### src/rtl/sfc_pkg.sv
package sfc_pkg;
  localparam int DATA_W  = 8;
  localparam int LVL_W   = 4;
  localparam int FIFO_DEPTH = 8;

  // Threshold limited to 1..FIFO_DEPTH
  function automatic logic [LVL_W-1:0] eff_thresh(input logic [LVL_W-1:0] t);
    if (t == '0) return LVL_W'(1);
    if (int'(t) > FIFO_DEPTH) return LVL_W'(FIFO_DEPTH);
    return t;
  endfunction

  function automatic logic code_hit(input logic en, input logic vld,
                                    input logic [DATA_W-1:0] a,
                                    input logic [DATA_W-1:0] b);
    return en && vld && (a == b);
  endfunction
endpackage

### src/rtl/sfc_inband.sv
module sfc_inband
  import sfc_pkg::*;
(
  input  logic              clk,
  input  logic              rst_n,
  input  logic              en,
  input  logic [DATA_W-1:0] xon_char,
  input  logic [DATA_W-1:0] xoff_char,
  input  logic              rx_valid,
  input  logic [DATA_W-1:0] rx_char,
  output logic              fwd_wr,
  output logic [DATA_W-1:0] fwd_data,
  output logic              hit_xon,
  output logic              hit_xoff,
  output logic              halted
);
  assign hit_xoff = code_hit(en, rx_valid, rx_char, xoff_char);
  assign hit_xon  = code_hit(en, rx_valid, rx_char, xon_char) && !hit_xoff;
  assign fwd_wr   = rx_valid && !hit_xoff && !hit_xon;
  assign fwd_data = rx_char;

  always_ff @(posedge clk or negedge rst_n) begin
    if (!rst_n)        halted <= 1'b0;
    else if (!en)      halted <= 1'b0;
    else if (hit_xoff) halted <= 1'b1;
    else if (hit_xon)  halted <= 1'b0;
  end
endmodule

### src/rtl/sfc_tx_sched.sv
module sfc_tx_sched
  import sfc_pkg::*;
(
  input  logic              clk,
  input  logic              rst_n,
  input  logic              halted,
  input  logic              rts_cts_en,
  input  logic              cts_in,
  input  logic              cmd_xon,
  input  logic              cmd_xoff,
  input  logic [DATA_W-1:0] xon_char,
  input  logic [DATA_W-1:0] xoff_char,
  input  logic              txq_valid,
  input  logic [DATA_W-1:0] txq_data,
  input  logic              tx_busy,
  output logic              tx_start,
  output logic [DATA_W-1:0] tx_char,
  output logic              txq_pop,
  output logic              rts_out,
  output logic              launch_data,
  output logic              launch_spec,
  output logic              pend_valid
);
  logic pend_is_xoff;
  logic line_ok, slot_free;

  assign line_ok     = !rts_cts_en || cts_in;
  assign slot_free   = !tx_busy && !tx_start;
  assign launch_spec = slot_free && line_ok && pend_valid;
  assign launch_data = slot_free && line_ok && !pend_valid && txq_valid && !halted;

  always_ff @(posedge clk or negedge rst_n) begin
    if (!rst_n) begin
      pend_valid   <= 1'b0;
      pend_is_xoff <= 1'b0;
    end else if (cmd_xon || cmd_xoff) begin
      pend_valid   <= 1'b1;
      pend_is_xoff <= cmd_xoff;
    end else if (launch_spec) begin
      pend_valid   <= 1'b0;
    end
  end

  always_ff @(posedge clk or negedge rst_n) begin
    if (!rst_n) begin
      tx_start <= 1'b0;
      txq_pop  <= 1'b0;
      tx_char  <= '0;
      rts_out  <= 1'b0;
    end else begin
      tx_start <= launch_spec || launch_data;
      txq_pop  <= launch_data;
      if (launch_spec)      tx_char <= pend_is_xoff ? xoff_char : xon_char;
      else if (launch_data) tx_char <= txq_data;
      rts_out  <= rts_cts_en && (txq_valid || pend_valid || tx_busy || tx_start);
    end
  end
endmodule

### src/rtl/sfc_dtr_ctl.sv
module sfc_dtr_ctl
  import sfc_pkg::*;
(
  input  logic             clk,
  input  logic             rst_n,
  input  logic             en,
  input  logic [LVL_W-1:0] thresh,
  input  logic [LVL_W-1:0] level,
  output logic             dtr_out
);
  logic [LVL_W-1:0] lim;
  assign lim = eff_thresh(thresh);

  always_ff @(posedge clk or negedge rst_n) begin
    if (!rst_n) dtr_out <= 1'b0;
    else        dtr_out <= en ? (level < lim) : 1'b1;
  end
endmodule

### src/rtl/sfc_flow_ctrl.sv
module sfc_flow_ctrl
  import sfc_pkg::*;
(
  input  logic              clk,
  input  logic              rst_n,
  input  logic              cfg_inband_en,
  input  logic              cfg_rts_cts_en,
  input  logic              cfg_dtr_en,
  input  logic [DATA_W-1:0] cfg_xon_char,
  input  logic [DATA_W-1:0] cfg_xoff_char,
  input  logic [LVL_W-1:0]  cfg_rx_thresh,
  input  logic              rx_valid,
  input  logic [DATA_W-1:0] rx_char,
  output logic              rx_fifo_wr,
  output logic [DATA_W-1:0] rx_fifo_data,
  input  logic [LVL_W-1:0]  rx_level,
  input  logic              cmd_send_xon,
  input  logic              cmd_send_xoff,
  input  logic              txq_valid,
  input  logic [DATA_W-1:0] txq_data,
  output logic              txq_pop,
  input  logic              tx_busy,
  output logic              tx_start,
  output logic [DATA_W-1:0] tx_char,
  input  logic              cts_in,
  output logic              rts_out,
  output logic              dtr_out
);
  logic halted, hit_xon, hit_xoff;
  logic launch_data, launch_spec, pend_valid;

  sfc_inband u_inband (
    .clk(clk), .rst_n(rst_n), .en(cfg_inband_en),
    .xon_char(cfg_xon_char), .xoff_char(cfg_xoff_char),
    .rx_valid(rx_valid), .rx_char(rx_char),
    .fwd_wr(rx_fifo_wr), .fwd_data(rx_fifo_data),
    .hit_xon(hit_xon), .hit_xoff(hit_xoff), .halted(halted)
  );

  sfc_tx_sched u_sched (
    .clk(clk), .rst_n(rst_n), .halted(halted),
    .rts_cts_en(cfg_rts_cts_en), .cts_in(cts_in),
    .cmd_xon(cmd_send_xon), .cmd_xoff(cmd_send_xoff),
    .xon_char(cfg_xon_char), .xoff_char(cfg_xoff_char),
    .txq_valid(txq_valid), .txq_data(txq_data), .tx_busy(tx_busy),
    .tx_start(tx_start), .tx_char(tx_char), .txq_pop(txq_pop),
    .rts_out(rts_out), .launch_data(launch_data),
    .launch_spec(launch_spec), .pend_valid(pend_valid)
  );

  sfc_dtr_ctl u_dtr (
    .clk(clk), .rst_n(rst_n), .en(cfg_dtr_en),
    .thresh(cfg_rx_thresh), .level(rx_level), .dtr_out(dtr_out)
  );
endmodule

### config.mk
export PLATFORM = sky130hd
export DESIGN_NAME = sfc_flow_ctrl
export DESIGN_NICKNAME = d
export VERILOG_FILES = /design/src/rtl/sfc_pkg.sv /design/src/rtl/sfc_inband.sv /design/src/rtl/sfc_tx_sched.sv /design/src/rtl/sfc_dtr_ctl.sv /design/src/rtl/sfc_flow_ctrl.sv
export SDC_FILE = /design/constraint.sdc
export NUM_CORES = 1
export LEC_CHECK = 0
export BUFFER_PORTS_ARGS = -buffer_cell sky130_fd_sc_hd__buf_4
export CORE_MARGIN = 2
export CORE_UTILIZATION = 37
export CTS_CLUSTER_SIZE = 14
export DETAILED_ROUTE_END_ITERATION = 10
export GPL_ROUTABILITY_DRIVEN = 0
export HOLD_SLACK_MARGIN = 0.12
export PLACE_DENSITY = 0.76
export SYNTH_ARGS = -nofsm -noshare
export SYNTH_HDL_FRONTEND = slang
export SYNTH_SLANG_ARGS = --single-unit
### constraint.sdc
create_clock -name clk -period 1.45 [get_ports clk]
set_clock_uncertainty 0.05 [all_clocks]
set_input_delay 0.29 -clock clk [delete_from_list [all_inputs] [get_ports clk]]
set_output_delay 0.29 -clock clk [all_outputs]
set_load 0.03 [all_outputs]
==> key figures <==
Route
  – Post-route ant nets: 0
  – Vias: 1067
  – Length of the first detailed-routing pass in iterations: 3
  – DR iter-0 viols: 51
  – Wirelength per Cell: 14.1 um
  – Routed wire length: 3060 um
  – DR vias/cell: 4.92
  – Residual DRC: 0

Finish
  – Ant diodes: 0
  – Area taken by multi-input logic gates: 681 um2
  – Share of cells above drive strength 1: 57.5%
  – Final Util: 65.7%
  – Reg area: 377 um2
  – Most frequent cells in the layout: buf_4, dfrtp_1, nand2_1
  – Commonest non-fill, non-tap cell in the layout: buf_4
  – Fill cells: 232
  – Synth-to-Final Area Change: 70.7%
  – Nets: 241

Synthesis
  – Synth cell types: 27
  – Synth top area share: 35.7%
  – Main synth FF type: dfrtp_1
  – Yosys warnings: 0
  – Post-synth EDFFs: 0
  – Syn Inst Count: 108
  – Syn_area_per_cell: 9.74 um2
  – Syn Nets: 162
  – Cell Area, Synth: 1050 um2
  – Biggest area consumer among synthesized cells: dfrtp_1
  – Register area share after synthesis: 35.7%
  – Asr flop ratio synth: 100%
  – #FFs+latches synth: 15
  – Leading post-synthesis cells by cell area: dfrtp_1, xnor2_1, mux2_2

Critical path
  – Worst setup EP type: primary output
  – Arrival time worst endpoint: 1480 ps
  – Startpoint types: input port
  – Worst r2r src: u_sched.tx_start
  – Worst Setup Path Type: in -> out
  – CP startpoint: rx_char[7]
  – Critical Path RT: 1110 ps
  – Worst-path fanout max: 2

Hold path
  – Worst min-delay path class: in -> reg
  – Hold_sp: cmd_send_xoff

Clocking
  – Clk root buf: clkbuf_4
  – CTS tree: built
  – Clock slew at reported path FFs: 90 ps
  – Sink Count: 15
  – H-tree levels: 1
  – Worst-Skew Late Latency: 270 ps
  – CTS max path bufs: 2
  – CTS buffer count: 3

Global route
  – Largest net degree at the start of global routing: 18
  – First-pass GRT wire length: 4830 um
  – Vias in the first global route: 1094
  – GRT Util Overall: 18.9%
  – Global route total overflow: 0
  – Initial antenna violation count: 0

Timing
  – Setup Viol. Count Final: 1
  – Final Hold Fails: 0
  – Final setup TNS: -371 ps
  – Final Critical Period: 1820 ps
  – Slew headroom: 84.2%
  – Fmax: 549 MHz
  – Worst slew pin tran: 235 ps
  – Max Slew Vio Count: 0
  – RSZ-0062 raised after global routing: yes
  – Crit share post-route: 126%
  – PnR worst setup slack: -371 ps

Floorplan
  – Row cnt: 19
  – Die footprint: 3290 um2
  – Die height: 57.3 um
  – Core Footprint: 2730 um2
  – Initial core utilization: 38.5%
  – Die outline width: 57.3 um
  – IO Count: 72

Pwr
  – Max IR drop VDD: 0.573 mV
  – Pwr Density: 760 nW/um2
  – Leakage: 0.914 nW

Run status
  – Status: finished, violations left
  – Failing checks: setup timing

Placed design
  – IO buf count: 71
  – DP HPWL: 2460 um

Run
  – Max_cap viols: 0
[routing by layer]
metal / vias up / part of all wire [%] / global-route usage [%]
li1: 524 / - / -
met4: 0 / 0.13 / 3.99
met3: 2 / 9.0 / 3.63
met5: - / 0 / 0
met2: 52 / 51 / 35.3
met1: 489 / 39 / 22.5
[layout make-up]
type | instances | share of cell area [%]
Clock buffer | 4 | 1.46
Inverter | 3 | 0.627
Multi-Input combinational cell | 80 | 37.9
Sequential cell | 15 | 21.0
Tap cell | 31 | 2.16
Timing Repair Buffer | 84 | 36.9
[cell families after synthesis]
group / after synthesis / synth area share [%]
compound gates: 18 / 10.7
xor+xnor: 16 / 13.3
fa+ha+maj: 3 / 3.57
buf+inv: 13 / 7.73
flops: 15 / 35.7
mux: 16 / 16.2
simple gates: 27 / 12.8
[report_power, final]
group	internal, W	switching, W
Sequential	0.000473	0.0000373
Combinational	0.000312	0.000314
Clock	0.000106	0.000122
[per-stage QoR]
step / hold WS [ps] / area [um2] / setup WS (ps) / power [W] / std cells
floorplan: -55.6 / 1050 / -122 / 0.000818 / 108
global placement: 100 / 1640 / -396 / 0.00109 / 211
detailed placement: 102 / 1640 / -457 / 0.00110 / 211
global route: 149 / 1800 / -396 / 0.00145 / 217
CTS: 151 / 1750 / -381 / 0.00136 / 217
finish: 153 / 1800 / -371 / 0.00136 / 217
[sequential cells by signal, indices dropped and copies added, names as in the netlist]
register,flops
u_sched.tx_start,1
u_sched.pend_is_xoff,1
u_sched.pend_valid,1
u_sched.tx_char,8
u_inband.halted,1
u_sched.txq_pop,1
u_dtr.dtr_out,1
u_sched.rts_out,1
[synthesized netlist by cell type (all sizes together) (3+ instances only)]
master,count
nand2,13
o21ai,11
dfrtp,15
ha,3
mux2i,8
xnor2,14
nor2,3
nand3,3
buf,10
mux2,8
inv,3
[final timing paths]
kind | end | slack, ps | depth (start not counted)
max | rx_fifo_wr | -370 | 6
min | u_sched.pend_is_xoff | 150 | 2
max reg2reg | u_sched.tx_char[4] | 170 | 4
min reg2reg | u_sched.tx_char[0] | 440 | 2
max in group asynchronous | u_sched.pend_is_xoff | 820 | 2
min in group asynchronous | u_sched.pend_valid | 340 | 2
[worst max-delay path, stage by stage]
cell,delay (ps)
buf_8,110
xnor2_4,140
nand4_1,100
or4_4,490
and3b_2,220
buf_6,130
[repair_timing]
item	CTS	global route
hold buffers	1	0
setup endpoints to repair	2	4
pin swaps	8	5
hold endpoints to repair	15	0
setup buffers	1	0
gates resized for setup	13	8
Power figures use the tool's default switching activity.
